`src/rtl/pa_pkg.sv`:
```
// Package: shared types for the pulse accumulator.
// Assumes: one-bit mode select, encoding fixed at the top-level port.
package pa_pkg;
    typedef enum logic {
        PA_EVENT = 1'b0,   // count selected transitions
        PA_GATED = 1'b1    // count ticks while input is active
    } pa_mode_e;
endpackage

```
`src/rtl/pa_sync_edge.sv`:
```
// Module: pa_sync_edge
// Brings an asynchronous input into the clock domain through a flop chain,
// then exposes the settled level and one-cycle rise/fall pulses.
// Assumes: STAGES >= 2; input may change at any time.
module pa_sync_edge #(
    parameter int STAGES = 2
) (
    input  logic clk,
    input  logic rst_n,
    input  logic pin_i,
    output logic level_o,
    output logic rise_o,
    output logic fall_o
);
    logic [STAGES-1:0] chain_q;
    logic              prev_q;

    // Synchronizer chain: stage 0 samples the pin, later stages follow.
    generate
        for (genvar st = 0; st < STAGES; st++) begin : g_stage
            if (st == 0) begin : g_first
                always_ff @(posedge clk) begin
                    if (!rst_n) chain_q[st] <= 1'b0;
                    else        chain_q[st] <= pin_i;
                end
            end else begin : g_next
                always_ff @(posedge clk) begin
                    if (!rst_n) chain_q[st] <= 1'b0;
                    else        chain_q[st] <= chain_q[st-1];
                end
            end
        end
    endgenerate

    // Delay of the settled level, used for transition detection.
    always_ff @(posedge clk) begin
        if (!rst_n) prev_q <= 1'b0;
        else        prev_q <= chain_q[STAGES-1];
    end

    // Level and transition outputs.
    always_comb begin
        level_o = chain_q[STAGES-1];
        rise_o  = chain_q[STAGES-1] & ~prev_q;
        fall_o  = ~chain_q[STAGES-1] & prev_q;
    end

    // a rise pulse lasts one cycle only.
    p_rise_single_r2: assert property (@(posedge clk) disable iff (!rst_n)
        rise_o |=> !rise_o);
    // a fall pulse lasts one cycle only.
    p_fall_single_r3: assert property (@(posedge clk) disable iff (!rst_n)
        fall_o |=> !fall_o);
endmodule

```
`src/rtl/pa_step_ctrl.sv`:
```
// Module: pa_step_ctrl
// Decides per cycle whether the count steps and whether the input flag
// is marked, based on mode, polarity, enable and the conditioned input.
// Assumes: rise/fall are one-cycle pulses from the synchronized level.
module pa_step_ctrl
    import pa_pkg::*;
(
    input  logic     clk,
    input  logic     rst_n,
    input  pa_mode_e mode_i,
    input  logic     pol_i,
    input  logic     enable_i,
    input  logic     tick_i,
    input  logic     level_i,
    input  logic     rise_i,
    input  logic     fall_i,
    output logic     step_o,
    output logic     mark_o
);
    logic lead_edge;   // selected transition for event mode
    logic trail_edge;  // end of the active level for gated mode
    logic gate_open;   // input at active level

    // Polarity decode shared by both modes.
    always_comb begin
        lead_edge  = pol_i ? fall_i : rise_i;
        trail_edge = pol_i ? rise_i : fall_i;
        gate_open  = level_i ^ pol_i;
    end

    // Step and mark selection by mode.
    always_comb begin
        step_o = 1'b0;
        mark_o = 1'b0;
        if (enable_i) begin
            case (mode_i)
                PA_EVENT: begin
                    step_o = lead_edge;
                    mark_o = lead_edge;
                end
                PA_GATED: begin
                    step_o = tick_i & gate_open;
                    mark_o = trail_edge;
                end
                default: ;
            endcase
        end
    end

    // disabled means no step and no mark.
    p_disabled_quiet_r5: assert property (@(posedge clk) disable iff (!rst_n)
        !enable_i |-> (!step_o && !mark_o));
    // gated mode never steps without a tick.
    p_gated_needs_tick_r4: assert property (@(posedge clk) disable iff (!rst_n)
        (mode_i == PA_GATED && !tick_i) |-> !step_o);
    // event mode steps only on an input transition.
    p_event_needs_edge_r10: assert property (@(posedge clk) disable iff (!rst_n)
        (mode_i == PA_EVENT && !rise_i && !fall_i) |-> !step_o);
endmodule

```
`src/rtl/pa_counter.sv`:
```
// Module: pa_counter
// Loadable WIDTH-bit up counter; reports a wrap pulse when a step
// carries it from all-ones to zero. A load overrides a step.
// Assumes: step and load are single-cycle qualified requests.
module pa_counter #(
    parameter int WIDTH = 8
) (
    input  logic             clk,
    input  logic             rst_n,
    input  logic             load_i,
    input  logic [WIDTH-1:0] load_data_i,
    input  logic             step_i,
    output logic [WIDTH-1:0] count_o,
    output logic             wrap_o
);
    localparam logic [WIDTH-1:0] CNT_MAX = {WIDTH{1'b1}};
    localparam logic [WIDTH-1:0] CNT_ONE = WIDTH'(1);

    // Count register: load first, then step.
    always_ff @(posedge clk) begin
        if (!rst_n)      count_o <= '0;
        else if (load_i) count_o <= load_data_i;
        else if (step_i) count_o <= count_o + CNT_ONE;
    end

    // Wrap detect for a step out of the top value.
    always_comb wrap_o = step_i & ~load_i & (count_o == CNT_MAX);

    // a load takes the written value.
    p_load_wins_r6: assert property (@(posedge clk) disable iff (!rst_n)
        load_i |=> (count_o == $past(load_data_i)));
    // a step without load adds exactly one.
    p_step_one_r2: assert property (@(posedge clk) disable iff (!rst_n)
        (step_i && !load_i) |=> ((count_o - $past(count_o)) == CNT_ONE));
    // no request leaves the count unchanged.
    p_hold_idle_r5: assert property (@(posedge clk) disable iff (!rst_n)
        (!step_i && !load_i) |=> $stable(count_o));
endmodule

```
`src/rtl/pa_sticky.sv`:
```
// Module: pa_sticky
// Sticky status bit: set has priority over clear.
// Assumes: set and clear are single-cycle strobes.
module pa_sticky (
    input  logic clk,
    input  logic rst_n,
    input  logic set_i,
    input  logic clr_i,
    output logic flag_o
);
    // Flag register with set priority.
    always_ff @(posedge clk) begin
        if (!rst_n)     flag_o <= 1'b0;
        else if (set_i) flag_o <= 1'b1;
        else if (clr_i) flag_o <= 1'b0;
    end

    // a set always lands, even against a clear.
    p_set_lands_r9: assert property (@(posedge clk) disable iff (!rst_n)
        set_i |=> flag_o);
    // a lone clear drops the flag.
    p_clear_drops_r9: assert property (@(posedge clk) disable iff (!rst_n)
        (clr_i && !set_i) |=> !flag_o);
    // with no strobe the flag holds.
    p_flag_holds_r9: assert property (@(posedge clk) disable iff (!rst_n)
        (!clr_i && !set_i) |=> $stable(flag_o));
endmodule

```
`src/rtl/pulse_accum_top.sv`:
```
// Module: pulse_accum_top
// Pulse accumulator: counts selected input transitions (event mode) or
// slow ticks while the input is active (gated mode), with sticky wrap and
// input-event flags and a software load.
// Assumes: tick_i is a one-cycle strobe; pin_i is asynchronous.
module pulse_accum_top
    import pa_pkg::*;
#(
    parameter int WIDTH       = 8,
    parameter int SYNC_STAGES = 2
) (
    input  logic             clk,
    input  logic             rst_n,
    input  logic             pin_i,
    input  logic             tick_i,
    input  logic             enable_i,
    input  logic             mode_i,
    input  logic             pol_i,
    input  logic             wr_en_i,
    input  logic [WIDTH-1:0] wr_data_i,
    input  logic             ovf_clr_i,
    input  logic             edge_clr_i,
    output logic [WIDTH-1:0] count_o,
    output logic             ovf_flag_o,
    output logic             edge_flag_o
);
    logic     in_level, in_rise, in_fall;
    logic     step, mark, wrap;
    pa_mode_e mode_sel;

    // Mode port decode to the shared type.
    always_comb mode_sel = pa_mode_e'(mode_i);

    pa_sync_edge #(.STAGES(SYNC_STAGES)) u_sync (
        .clk(clk), .rst_n(rst_n), .pin_i(pin_i),
        .level_o(in_level), .rise_o(in_rise), .fall_o(in_fall)
    );

    pa_step_ctrl u_ctrl (
        .clk(clk), .rst_n(rst_n), .mode_i(mode_sel), .pol_i(pol_i),
        .enable_i(enable_i), .tick_i(tick_i), .level_i(in_level),
        .rise_i(in_rise), .fall_i(in_fall), .step_o(step), .mark_o(mark)
    );

    pa_counter #(.WIDTH(WIDTH)) u_cnt (
        .clk(clk), .rst_n(rst_n), .load_i(wr_en_i), .load_data_i(wr_data_i),
        .step_i(step), .count_o(count_o), .wrap_o(wrap)
    );

    pa_sticky u_ovf (
        .clk(clk), .rst_n(rst_n), .set_i(wrap), .clr_i(ovf_clr_i),
        .flag_o(ovf_flag_o)
    );

    pa_sticky u_edge (
        .clk(clk), .rst_n(rst_n), .set_i(mark), .clr_i(edge_clr_i),
        .flag_o(edge_flag_o)
    );

    // a load never raises the wrap flag by itself.
    p_load_no_ovf_r7: assert property (@(posedge clk) disable iff (!rst_n)
        (wr_en_i && !ovf_flag_o) |=> !ovf_flag_o);
    // state is zero in the cycle after reset.
    p_reset_zero_r1: assert property (@(posedge clk)
        !rst_n |=> (count_o == '0 && !ovf_flag_o && !edge_flag_o));
endmodule

```
`config.mk`:
```
export PLATFORM = sky130hd
export DESIGN_NAME = pulse_accum_top
export DESIGN_NICKNAME = d
export VERILOG_FILES = /design/src/rtl/pa_pkg.sv /design/src/rtl/pa_sync_edge.sv /design/src/rtl/pa_step_ctrl.sv /design/src/rtl/pa_counter.sv /design/src/rtl/pa_sticky.sv /design/src/rtl/pulse_accum_top.sv
export SDC_FILE = /design/constraint.sdc
export NUM_CORES = 1
export LEC_CHECK = 0
export BUFFER_PORTS_ARGS = -buffer_cell sky130_fd_sc_hd__buf_2
export CAP_MARGIN = 20
export CORE_ASPECT_RATIO = 0.75
export CORE_UTILIZATION = 40
export CTS_CLUSTER_SIZE = 16
export DETAILED_ROUTE_END_ITERATION = 8
export GPL_ROUTABILITY_DRIVEN = 0
export PLACE_DENSITY_LB_ADDON = 0.2
export SLEW_MARGIN = 20
export SYNTH_ARGS = -nofsm -noshare
export SYNTH_HDL_FRONTEND = slang
export SYNTH_SLANG_ARGS = --single-unit
export TNS_END_PERCENT = 50
```
`constraint.sdc`:
```
create_clock -name clk -period 1.55 [get_ports clk]
set_input_delay 0.31 -clock clk [delete_from_list [all_inputs] [get_ports clk]]
set_output_delay 0.31 -clock clk [all_outputs]
set_load 0.03 [all_outputs]
```
==> impl_results.rst <==
.. list-table::
   :header-rows: 1

   * - Metric
     - Value
   * - Kind of cell with the highest combined delay on the critical path
     - flip-flops
   * - Final antenna-violating net count
     - 0
   * - Vias in the first global route
     - between 500 and 600
   * - Cell area after synthesis
     - 696.9 um^2
   * - WP data required
     - around 1700 ps
   * - Initial standard-cell utilization of the core
     - 45.06%
   * - CP max FO
     - 5
   * - CTS max path bufs
     - 2
   * - First-pass GRT wire length
     - about 2600 um
   * - Hold Fails Final Rpt
     - 0
   * - Worst ir drop on vdd
     - 528.4 uV
   * - Net count of the mapped netlist
     - 97
   * - Cell type of the slowest stage on the worst timing path
     - dfxtp_1
   * - Critical path arrival
     - 1600 ps
   * - TritonCTS buffer count
     - 3
   * - CTS tree
     - yes
   * - GRT Total Usage
     - 18.60%
   * - Number of warnings reported in the yosys synthesis log
     - 0
   * - Via density per instance
     - 4.938
   * - Clock Skew
     - around 2.2 ps
   * - Die footprint
     - 1915 um^2
   * - Placement row count
     - 12
   * - Final Power
     - between 0.7 and 0.8 mW
   * - Number of nets at the end of the flow
     - between 100 and 150
   * - H-tree levels
     - 1
   * - Async set-reset flop share out of synthesis
     - 0%
   * - Most frequent cells in the layout
     - 27 x buf_2, 13 x dfxtp_1, 12 x a21oi_1, 9 x o21ai_0, 7 x xnor2_1
   * - Width of the chip
     - around 50 um
   * - Critical path start-end classification
     - reg2reg
   * - Rel. slew slack
     - between 70% and 80%
   * - Hold-fix buffers, CTS
     - 0
   * - Power density of the placed cells
     - between 800 and 900 nW/um^2
   * - R2r setup slk
     - 100 ps
   * - Final-layout worst hold slack
     - about 240 ps
   * - Startpoint types
     - flop
   * - Number of enable flip-flop cells after synthesis
     - 0
   * - Run status
     - completed
   * - Period minus WS final
     - 1452 ps
   * - Mean cell area of the mapped netlist
     - between 8 and 9 um^2
   * - Floorplan die height
     - 38.15 um
   * - CTS clock-pin slew for the worst setup and hold paths
     - about 80 ps
   * - Critical Path Max Stage Delay
     - between 400 and 500 ps
   * - Post-synth top flop
     - dfxtp_1
   * - Fmax achieved
     - about 690 MHz
   * - Total Routed Length
     - roughly 1600 um
   * - Number of antenna violations at the first check in global routing
     - 0
   * - Post-route DRC
     - 0
   * - Proportion of synthesized chip area in sequential cells
     - 37.34%
   * - Buf/Inv on CP
     - 0
   * - Worst min-delay path category
     - in2reg
   * - Cell type with the largest total area after synthesis
     - dfxtp_1
   * - Post-route insts no fill
     - around 130
   * - Sum of negative setup slack
     - 0 ps
   * - Count of boundary I/O pins
     - 28
   * - Post-Place Cells
     - between 100 and 150
   * - Fraction of layout instances using a drive strength above 1
     - between 30% and 40%
   * - First DRT Iteration DRCs
     - 6
   * - DP Wirelength
     - 1144 um
   * - Number of sinks handled by clock tree synthesis
     - 13
   * - Final setup violating endpoints
     - 0
   * - Seq. cell area
     - ~260 um^2
   * - Number of maximum-capacitance constraint violations
     - 0
   * - Count of inserted antenna diode cells
     - 0
   * - Minimum setup slack in the final design
     - 98.27 ps
   * - Pre-CTS WS
     - between 20 and 30 ps
   * - Detailed-route via count
     - around 640
   * - Cell count after synthesis
     - 78
   * - Filler instances
     - approximately 160
   * - Fraction of post-synthesis cell area in the top cell type by area
     - 37.34%
   * - Critical Path, Cell by Cell
     - and3_1 -> nand3_2 -> a2111oi_4 -> xnor2_1 -> a21oi_1
   * - Number of iterations in the first detailed-routing pass
     - 4
   * - Port buffer count
     - 27
   * - Overflow left after global routing
     - 0
   * - Type of element capturing the critical path
     - flop
   * - Most frequent standard cell in the layout excluding fill and tap cells
     - buf_2
   * - Main area contributors after synthesis
     - dfxtp_1 37%, xnor2_1 8.8%, a21oi_1 8.6%
   * - Setup repair after global routing missed its margin
     - no
   * - Multi-input gate area in the final layout
     - roughly 430 um^2
   * - Post-synth cell types
     - 27
   * - Static leakage
     - around 0.36 nW
   * - Ratio of final minimum period to clock period
     - a little over nine tenths
   * - Layout-stage area growth over the synthesis result
     - 27.83%
   * - Synthesis-stage register bit count
     - 13
   * - Core Footprint
     - around 1500 um^2
   * - Largest net degree at the start of global routing
     - 16
   * - Measured slew at the worst slew-check pin
     - around 380 ps
   * - Worst-skew pair later-pin latency
     - about 270 ps
   * - Number of max-slew violations in the final report
     - 0
   * - Cell at the root of the clock tree
     - clkbuf_4
   * - Wirelength per Cell
     - between 10 and 15 um
state kept, by name, indices dropped and copies added (netlist names):
signal and count:
u_ovf.flag_o 1, u_cnt.count_o 8, u_sync.chain_q 1, u_edge.flag_o 1, u_sync.level_o 1, u_sync.prev_q 1
logic make-up after synthesis:
kind of cell,count (synthesis),share of synthesized area (%)
compound gates,27,26.21
buf+inv,4,2.155
fa+ha+maj,1,1.795
simple gates,25,22.26
mux,1,1.436
flops,13,37.34
xor+xnor,7,8.797
path summary, 6_finish.rpt:
| kind | depth (start not counted) | endpoint | startpoint |
|---|---|---|---|
| max | 5 | u_cnt.count_o[7]$_SDFFE_PN0P_ | u_cnt.count_o[4]$_SDFFE_PN0P_ |
| min reg2reg | 1 | u_sync.level_o$_SDFF_PN0_ | u_sync.chain_q[0]$_SDFF_PN0_ |
| max reg2reg | 5 | u_cnt.count_o[7]$_SDFFE_PN0P_ | u_cnt.count_o[4]$_SDFFE_PN0P_ |
| min | 2 | u_sync.chain_q[0]$_SDFF_PN0_ | pin_i |
routing by layer:
metal / GRT usage (%) / wire length (um) / up-vias
met5: 0 / 0 / -
met4: 4.286 / 6 / 0
met3: 6.349 / 108 / 2
met2: 32.33 / 723 / 23
met1: 22.25 / 728 / 276
li1: - / - / 336
synthesized netlist by cell type, drive strengths merged (2+ instances only):
library cell  count
dfxtp            13
a21oi            13
nor3b             2
o21ai            11
xnor2             7
and2b             2
clkbuf            2
nand2             4
nor2              2
inv               2
nor2b             3
and2              4
nand4             3
metrics by stage:
| stage | utilization (%) | cell area, um^2 |
|---|---|---|
| 6_report | 57.61 | 890.9 |
| 5_1_grt | 57.61 | 890.9 |
| 4_1_cts | 57.20 | 884.6 |
| 3_5_place_dp | 55.50 | 858.3 |
| 3_3_place_gp | 55.50 | 858.3 |
| 2_1_floorplan | - | 696.9 |
worst reg2reg max path: stages (launching register included):
cell       delay [ps]
dfxtp_1           410
and3_1            240
nand3_2           130
a2111oi_4         310
xnor2_1           160
a21oi_1            80
report_power, final:
group	switching (mW)	internal, mW
logic	0.0840	0.0582
registers	0.0199	0.352
clock network	0.107	0.0998
total	0.211	0.510
final cells by class:
class / count / area share (%)
clock buffers: 4 / 2.949
inverters: 2 / 0.8427
multi-input cells: 61 / 48.03
flip-flops and latches: 13 / 29.21
well taps: 21 / 2.949
repair buffers: 28 / 16.01
repair_timing:
item                       CTS  global route
setup buffers                0             0
setup endpoints to repair    0             1
resized for setup            0             1
Power figures use the tool's default switching activity.
